--- config.mk ---
export PLATFORM = sky130hd
export DESIGN_NAME = stat_scan_engine
export DESIGN_NICKNAME = d
export VERILOG_FILES = /design/src/rtl/sse_pkg.sv /design/src/rtl/sse_store.sv /design/src/rtl/sse_accum.sv /design/src/rtl/sse_ctrl.sv /design/src/rtl/stat_scan_engine.sv
export SDC_FILE = /design/constraint.sdc
export NUM_CORES = 1
export LEC_CHECK = 0
export BUFFER_PORTS_ARGS = -buffer_cell sky130_fd_sc_hd__buf_2
export CAP_MARGIN = 20
export CORE_MARGIN = 3
export CORE_UTILIZATION = 26
export DETAILED_ROUTE_END_ITERATION = 10
export GPL_TIMING_DRIVEN = 0
export PLACE_DENSITY = 0.45
export SLEW_MARGIN = 10
export SYNTH_ARGS = -nofsm -noshare
export SYNTH_HDL_FRONTEND = slang
export SYNTH_SLANG_ARGS = --single-unit
--- constraint.sdc ---
create_clock -name clk -period 4.85 [get_ports clk]
set_input_delay 1.2125 -clock clk [delete_from_list [all_inputs] [get_ports clk]]
set_output_delay 1.2125 -clock clk [all_outputs]
set_load 0.01 [all_outputs]
--- src/rtl/sse_pkg.sv ---
package sse_pkg;

    localparam int unsigned ENTRIES  = 32;
    localparam int unsigned ADDR_W   = $clog2(ENTRIES);
    localparam int unsigned IDX_W    = ADDR_W + 1;

    typedef enum logic [1:0] {
        ST_IDLE = 2'd0,
        ST_SCAN = 2'd1,
        ST_HOLD = 2'd2
    } sse_state_e;

    typedef enum logic [1:0] {
        SEL_NONE = 2'b00,
        SEL_MIN  = 2'b01,
        SEL_MAX  = 2'b10,
        SEL_AVG  = 2'b11
    } sse_sel_e;

    function automatic logic idx_in_range(input logic [IDX_W-1:0] idx);
        return idx < IDX_W'(ENTRIES);
    endfunction

endpackage

--- src/rtl/sse_store.sv ---
module sse_store
    import sse_pkg::*;
#(
    parameter int unsigned DATA_W = 8
) (
    input  logic              clk,
    input  logic              rst,
    input  logic              wr_en,
    input  logic [ADDR_W-1:0] wr_addr,
    input  logic [DATA_W-1:0] wr_data,
    input  logic [ADDR_W-1:0] rd_addr,
    output logic [DATA_W-1:0] rd_word
);

    logic [DATA_W-1:0] table_q [ENTRIES];

    for (genvar e = 0; e < ENTRIES; e++) begin : g_entry
        always_ff @(posedge clk) begin
            if (rst) begin
                table_q[e] <= '0;
            end else if (wr_en && (wr_addr == ADDR_W'(e))) begin
                table_q[e] <= wr_data;
            end
        end
    end

    assign rd_word = table_q[rd_addr];

endmodule

--- src/rtl/sse_accum.sv ---
module sse_accum
    import sse_pkg::*;
#(
    parameter int unsigned DATA_W = 8
) (
    input  logic              clk,
    input  logic              rst,
    input  logic              clr,
    input  logic              step,
    input  logic [DATA_W-1:0] sample,
    output logic [DATA_W-1:0] res_min,
    output logic [DATA_W-1:0] res_max,
    output logic [DATA_W-1:0] res_avg
);

    localparam int unsigned SUM_W = DATA_W + ADDR_W;

    logic [DATA_W-1:0] min_q, max_q;
    logic [SUM_W-1:0]  sum_q;

    always_ff @(posedge clk) begin
        if (rst) begin
            min_q <= '0;
            max_q <= '0;
            sum_q <= '0;
        end else if (clr) begin
            min_q <= '1;
            max_q <= '0;
            sum_q <= '0;
        end else if (step) begin
            sum_q <= sum_q + SUM_W'(sample);
            if (sample < min_q) min_q <= sample;
            if (sample > max_q) max_q <= sample;
        end
    end

    assign res_min = min_q;
    assign res_max = max_q;
    assign res_avg = sum_q[SUM_W-1:ADDR_W];

endmodule

--- src/rtl/sse_ctrl.sv ---
module sse_ctrl
    import sse_pkg::*;
(
    input  logic              clk,
    input  logic              rst,
    input  logic              go,
    output logic              clr,
    output logic              step,
    output logic [ADDR_W-1:0] scan_addr,
    output logic              ready
);

    sse_state_e       state_q;
    logic [IDX_W-1:0] idx_q;
    logic             ready_q;

    always_comb begin
        clr  = (state_q == ST_IDLE) && go;
        step = (state_q == ST_SCAN) && idx_in_range(idx_q);
    end

    always_ff @(posedge clk) begin
        if (rst) begin
            state_q <= ST_IDLE;
            idx_q   <= '0;
            ready_q <= 1'b0;
        end else begin
            unique case (state_q)
                ST_IDLE: begin
                    if (go) begin
                        idx_q   <= '0;
                        state_q <= ST_SCAN;
                    end
                end
                ST_SCAN: begin
                    if (idx_in_range(idx_q)) begin
                        idx_q <= idx_q + 1'b1;
                    end else begin
                        ready_q <= 1'b1;
                        state_q <= ST_HOLD;
                    end
                end
                ST_HOLD: begin
                    if (!go) begin
                        ready_q <= 1'b0;
                        state_q <= ST_IDLE;
                    end
                end
                default: state_q <= ST_IDLE;
            endcase
        end
    end

    assign scan_addr = idx_q[ADDR_W-1:0];
    assign ready     = ready_q;

endmodule

--- src/rtl/stat_scan_engine.sv ---
module stat_scan_engine
    import sse_pkg::*;
#(
    parameter int unsigned DATA_W = 8
) (
    input  logic              clk,
    input  logic              rst,
    input  logic [DATA_W-1:0] wr_data,
    input  logic [4:0]        wr_addr,
    input  logic              wr_en,
    input  logic              go,
    output logic              ready,
    input  logic [1:0]        rd_sel,
    output logic [DATA_W-1:0] rd_data
);

    logic              clr, step;
    logic [ADDR_W-1:0] scan_addr;
    logic [DATA_W-1:0] sample;
    logic [DATA_W-1:0] res_min, res_max, res_avg;

    sse_store #(.DATA_W(DATA_W)) u_store (
        .clk     (clk),
        .rst     (rst),
        .wr_en   (wr_en),
        .wr_addr (wr_addr),
        .wr_data (wr_data),
        .rd_addr (scan_addr),
        .rd_word (sample)
    );

    sse_ctrl u_ctrl (
        .clk       (clk),
        .rst       (rst),
        .go        (go),
        .clr       (clr),
        .step      (step),
        .scan_addr (scan_addr),
        .ready     (ready)
    );

    sse_accum #(.DATA_W(DATA_W)) u_accum (
        .clk     (clk),
        .rst     (rst),
        .clr     (clr),
        .step    (step),
        .sample  (sample),
        .res_min (res_min),
        .res_max (res_max),
        .res_avg (res_avg)
    );

    always_comb begin
        unique case (sse_sel_e'(rd_sel))
            SEL_MIN: rd_data = res_min;
            SEL_MAX: rd_data = res_max;
            SEL_AVG: rd_data = res_avg;
            default: rd_data = '0;
        endcase
    end

endmodule

## After elaboration in Yosys (flattened, before gate mapping)

Memory sizes are Yosys's and may differ from the RTL's. A register that Yosys moved wholly into a read port is not among the register bits.
Index checks and enable logic that the tools add are counted.

- Flip-flop bits (word level): 38
- Memory bits (writable): 256
- Output and inout port bits: 9
- Logic and storage cells: 276
- Memories kept: 1

Memories:

| memory | words | width | rd ports | clocked after memory_dff | write ports | line | RTL |
|---|---|---|---|---|---|---|---|
| u_store.table_q | 32 | 8 | 1 | 1 | 32 | sse_store.sv:15 | `logic [DATA_W-1:0] table_q [ENTRIES];` |

- $add $sub $neg: 2
- Order comparisons: 3
- Eq/ne operators: 40
- Multiplexer cells: 146
- Bitwise operators: 32
- Reductions and logical operators: 46

Operators by type and width:

| cell | number |
|---|---|
| two-way mux 8 bit | 35 |
| two-way mux 1 bit | 100 |
| == test 5 bit (second input constant) | 16 |
| == test 5 x 4 -> 1 bit (second input constant) | 8 |
| logical AND 1 bit | 34 |
| OR 1 bit | 32 |
| case mux 8 bit (3 select lines) | 1 |
| == test 5 x 3 -> 1 bit (second input constant) | 4 |
| adder 13 x 8 -> 13 bit | 1 |
| two-way mux 6 bit | 2 |
| case mux 6 bit (2 select lines) | 1 |
| == test 5 x 2 -> 1 bit (second input constant) | 2 |
| two-way mux 5 bit | 2 |
| AND reduction 3 bit | 3 |
| greater-than comparator 8 bit | 1 |
| < comparator 8 bit | 1 |
| != test 2 bit (second input constant) | 4 |
| nonzero test 2 bit | 4 |
| adder 6 x 1 -> 6 bit (second input constant) | 1 |
| == test 2 bit (second input constant) | 3 |
| < comparator 6 bit (second input constant) | 1 |
| two-way mux 2 bit | 3 |
| case mux 2 bit (3 select lines) | 1 |
| == test 5 x 1 -> 1 bit (second input constant) | 1 |
| other kinds (6) | 8 |

## Longest topological paths before layout

- Depth in word-level cells: 6
- Depth in mapped cells: 17

## Cells and area by module

Synthesis repeated with hierarchy kept, for this count alone.

- Cells, all modules: 1,044
- Area, all modules: 14,661.6 um2

Modules (own cells, without submodules):

| module | instances | cells an instance | area an instance (um2) |
|---|---|---|---|
| sse_store | 1 | 751 | 12,032.8 |
| sse_accum | 1 | 215 | 1,889.3 |
| sse_ctrl | 1 | 58 | 548.0 |
| stat_scan_engine | 1 | 20 | 191.4 |

## Worst setup path after synthesis

Ideal clock, no wire load.

- Path type: register to register
- Start: reg (tool-made name)
- End: reg u_accum.sum_q[8]
- Setup time: 0.128 ns
- Arrival: 3.665 ns
- Required time: 4.722 ns
- Path slack: 1.058 ns
- Cell stages (with the launch flop): 15
- Buffers on the path: 2
- Period minus slack after synthesis: 3.792 ns
- Path through: dfxtp_1 buf_6 buf_6 mux4_2 mux4_2 nand2_1 o211ai_2 fa_1 a21o_1 a21oi_1 o21bai_1 a2111oi_0 nor3_1 xnor2_1 nor2_1

RTL lines:

| item | line | RTL |
|---|---|---|
| to (signal assigned) | sse_accum.sv:31 | `sum_q <= sum_q + SUM_W'(sample);` |
| to (decl) | sse_accum.sv:19 | `logic [SUM_W-1:0] sum_q;` |

==> results.md <==
- The combined area of the multi-input logic cells is 5750 sq um.
- Summing over every cut layer, the via total after detailed routing is 9113.
- The proportion of layout cells with a drive suffix above 1 is 13.0%.
- Synthesis inferred 299 register bits.
- The highest signal layer in the routed design is met4.
- After floorplanning, the core was sized to cover 55500 sq um.
- The area used by sequential logic in the layout is 8550 sq um.
- The type of the tightest min-delay check is flop to flop.
- The maximum fanout encountered on the critical timing path is 10.
- The gate count of the mapped netlist is 1113.
- The worst slew margin relative to its limit is 25.7%.
- From bottom edge to top edge, the die measures 244 um.
- The top cell type by area accounts for 52.3% of the synthesized area.
- The global-route usage over all layers is 14.9%.
- The wire length on met1 is 20700 um.
- Setup violations remaining at the end of the flow were counted as 0.
- Timing analysis after detailed placement gives a worst setup slack of 57.7 ps.
- For this run, the number of Yosys warnings is 0.
- Wires add up to 44300 um.
- For this run, design rule violations remaining after detail routing come to 0.
- Fill cells in the final layout number 5689.
- The area added between synthesis and finish is 15.1%.
- The number of antenna violations at the first check in global routing is 6.
- Yosys instantiated no cell more often than sky130_fd_sc_hd__and2_1.
- The upper clock frequency limit is 224 MHz.
- Buffers placed on the I/O ports in this run total 26.
- TritonCTS created 35 clock buffers.
- The met3 layer wire length in the routed design is 1870 um.
- The power density of the placed cells is 370 nW/um^2.
- The final period demand of the worst path is 4460 ps.
- The synthesized area divided by synthesized cell count is 13.2 sq um.
- For this run the aggregate overflow at the end of global routing stands at 0.
- At the worst endpoint, the required time is 5230 ps.
- Sorting the synthesized cells by area gives the leading types as sky130_fd_sc_hd__edfxtp_1 (52%), sky130_fd_sc_hd__and2_1 (11%), sky130_fd_sc_hd__mux4_2 (6.0%).
- The clock tree synthesis step divided the H-tree into 2 levels.
- For the final database, setup skew stands at 20.8 ps.
- The hold path startpoint is u_accum.sum_q[0].
- The number of global-route vias before repair came to 9263.
- The placed standard-cell area is 15800 sq um.
- Clock-pin slew was measured on the worst setup and hold paths at 60 ps.
- The number of nets in the layout is 1221.
- The final critical path takes up 91.9% of the cycle.
- The number of max-capacitance violations reported is 0.
- STA classifies the critical path startpoint as a flop.
- Setup repair after global routing left no endpoint under its margin.
- For this configuration, the core starts out at a cell density of 26.5%.
- The die area is 59400 sq um.
- The hold violation count in the final report is 0.
- The die width is 244 um.
- Once detailed placement completed, the half-perimeter wirelength came to 31300 um.
- The predominant post-synthesis flop cell is sky130_fd_sc_hd__edfxtp_1.
- The via density per instance is 4.67.
- The cell depth of the worst flop-to-flop path is 17.
- The CTS sink count is 299.
- For flop-to-flop paths, the worst setup slack is 390 ps.
- At the later pin of the worst-skew pair, clock insertion delay measures 530 ps.
- The buffer depth of the longest clock path is 3.
- The worst endpoint data arrival time is 4840 ps.
- The remaining number of nets flagged by the antenna check after routing is 0.
- Once routing completed, OpenROAD measured the worst setup slack at 395 ps.
- The async set-reset flop share out of synthesis is 0%.
- The cell area after technology mapping is 14700 sq um.
- The count of flip-flops with a built-in enable after synthesis is 256.
- The maximum number of pins on one net before global-route repair is 14.
- The most area-hungry cell type in the Yosys netlist is sky130_fd_sc_hd__edfxtp_1.
- The run finished with clean final reports.
- The worst vdd rail ir drop is 0.000201 V.
- Along the worst hold path, the cell count comes to 2.
- Summing all non-filler instances in the final layout gives an area of 16900 sq um.
- The setup TNS is 0 ps.
- For hold timing, the worst endpoint is u_accum.sum_q[0].
- The initialized floorplan defines 86 standard-cell rows.
- The type of destination of the critical path is a flop.
- The first detailed-routing pass ran for 5 iterations.
- The tightest hold margin is 461 ps.
- The met2 layer wire length in the routed design is 20800 um.
- The cell leakage power is 5.71 nW.
- The top-level I/O count is 28.
- The initial DRC count is 730.
- The sequential element share of the synthesized area is 58.2%.
- The number of max-slew violations in the final report is 0.
- The global placer's final weighted congestion is 0.861.
- For the pin with the worst max-slew slack, the measured transition is 1110 ps.
- The critical path is of the flop to flop type.
- The synthesized netlist contains 56 unique library cells.
- The critical register-to-register path endpoint is u_accum.sum_q[8].
- TritonCTS built the clock tree.
- The first global-routing pass estimated 64500 um of wire.
- The root cell of the clock tree is sky130_fd_sc_hd__clkbuf_16.
- By count the netlist is led by sky130_fd_sc_hd__and2_1 (259), sky130_fd_sc_hd__edfxtp_1 (256), sky130_fd_sc_hd__mux2i_1 (65).
- The net count after synthesis is 1157.
- After detailed routing, the average wire length per cell comes to 22.7 um.
-- final cells by class --
type                       count  area share (%)
antenna                        2          0.0296
buffer                        70            2.03
clock buffer                  43            5.36
clock inverter                17            1.25
inverter                      17           0.378
multi-input combinational    727            34.0
sequential                   299            50.6
tap                          748            5.54
timing repair buffer          27           0.800
-- sequential cells by signal, summed over array words and instances (netlist names), named ones only --
| name | flops |
|---|---|
| u_store.table_q | 256 |
| u_accum.sum_q | 13 |
| u_accum.res_max | 8 |
| u_accum.res_min | 8 |
| u_ctrl.idx_q | 6 |
| u_ctrl.state_q | 2 |
| u_ctrl.ready | 1 |
-- worst max-delay path by stage --
stage          start          endpoint  slack, ps  cells after the start
2_1_floorplan   flop  u_accum.sum_q[8]       1060                     14
3_3_place_gp    flop  u_accum.sum_q[8]         80                     17
3_5_place_dp    flop  u_accum.sum_q[8]         60                     17
4_1_cts         flop  u_accum.sum_q[8]         40                     17
5_1_grt         flop  u_accum.sum_q[8]         50                     17
6_report        flop  u_accum.sum_q[8]        390                     17
-- power breakdown --
| part | internal, W | switching [W] |
|---|---|---|
| clock network | 0.00155 | 0.00109 |
| logic | 0.000224 | 0.000407 |
| registers | 0.00293 | 0.0000459 |
| total | 0.00470 | 0.00155 |
-- cell usage in the layout (no fill, tap or decap), types with 10 or more instances in the layout --
cell type and n:
sky130_fd_sc_hd__edfxtp_1 256, sky130_fd_sc_hd__o21ai_0 16, sky130_fd_sc_hd__mux2i_1 65, sky130_fd_sc_hd__a21o_1 12
sky130_fd_sc_hd__nand2b_1 16, sky130_fd_sc_hd__a22oi_1 10, sky130_fd_sc_hd__and2_1 259, sky130_fd_sc_hd__o21bai_1 28
sky130_fd_sc_hd__dfxtp_1 43, sky130_fd_sc_hd__nand2_1 52, sky130_fd_sc_hd__inv_1 17, sky130_fd_sc_hd__a22o_1 10
sky130_fd_sc_hd__nor2_1 63, sky130_fd_sc_hd__clkbuf_1 61, sky130_fd_sc_hd__ha_1 24, sky130_fd_sc_hd__nand3_1 14
sky130_fd_sc_hd__mux4_2 39, sky130_fd_sc_hd__clkbuf_16 35, sky130_fd_sc_hd__nor2b_1 10, sky130_fd_sc_hd__buf_2 33
sky130_fd_sc_hd__a21oi_1 25, sky130_fd_sc_hd__mux4_1 10
-- logic make-up (layout without fill, tap and decap cells) --
logic type                 count (synthesis)  in the layout  share of synthesized area, %
and+or+nand+nor                          440            440                          16.7
other                                      0              2                             0
xor gates and xnor gates                  10             10                         0.596
DFF                                      299            299                          58.2
buffers and inverters                     87            174                          2.77
adders and majority gates                 25             25                          2.18
AOI/OAI and AO/OA                        136            136                          7.10
muxes                                    116            116                          12.4
-- worst max-delay path, cell delays in order, from the launching register on --
cell	delay, ps
sky130_fd_sc_hd__dfxtp_1	310
sky130_fd_sc_hd__buf_2	200
sky130_fd_sc_hd__buf_6	220
sky130_fd_sc_hd__buf_4	270
sky130_fd_sc_hd__buf_4	270
sky130_fd_sc_hd__buf_4	260
sky130_fd_sc_hd__mux2i_1	340
sky130_fd_sc_hd__nand2_1	110
sky130_fd_sc_hd__nand3_1	140
sky130_fd_sc_hd__o211ai_2	250
sky130_fd_sc_hd__fa_1	550
sky130_fd_sc_hd__a21o_1	190
sky130_fd_sc_hd__a21oi_1	220
sky130_fd_sc_hd__o21bai_1	140
sky130_fd_sc_hd__a2111oi_2	500
sky130_fd_sc_hd__nor3_1	130
sky130_fd_sc_hd__xnor2_1	160
sky130_fd_sc_hd__nor2_1	50
-- routing by layer --
layer	vias to the layer above	GRT usage [%]
met5	-	0
met4	0	3.42
met3	55	2.05
met2	226	24.1
met1	4637	21.1
li1	4195	-
-- what timing repair did --
item,CTS,global route
hold buffers,0,0
setup buffers,0,0
setup endpoints to repair,0,5
gates resized for setup,0,3
-- stage by stage --
step           total power (W)  instances  utilization (%)
6_report               0.00625       1950             30.4
5_1_grt                0.00649       1948             30.4
4_1_cts                0.00631       1947             30.4
3_5_place_dp           0.00367       1887             28.4
3_3_place_gp           0.00366       1887             28.4
2_1_floorplan          0.00341       1113                -
Power figures use the tool's default switching activity.
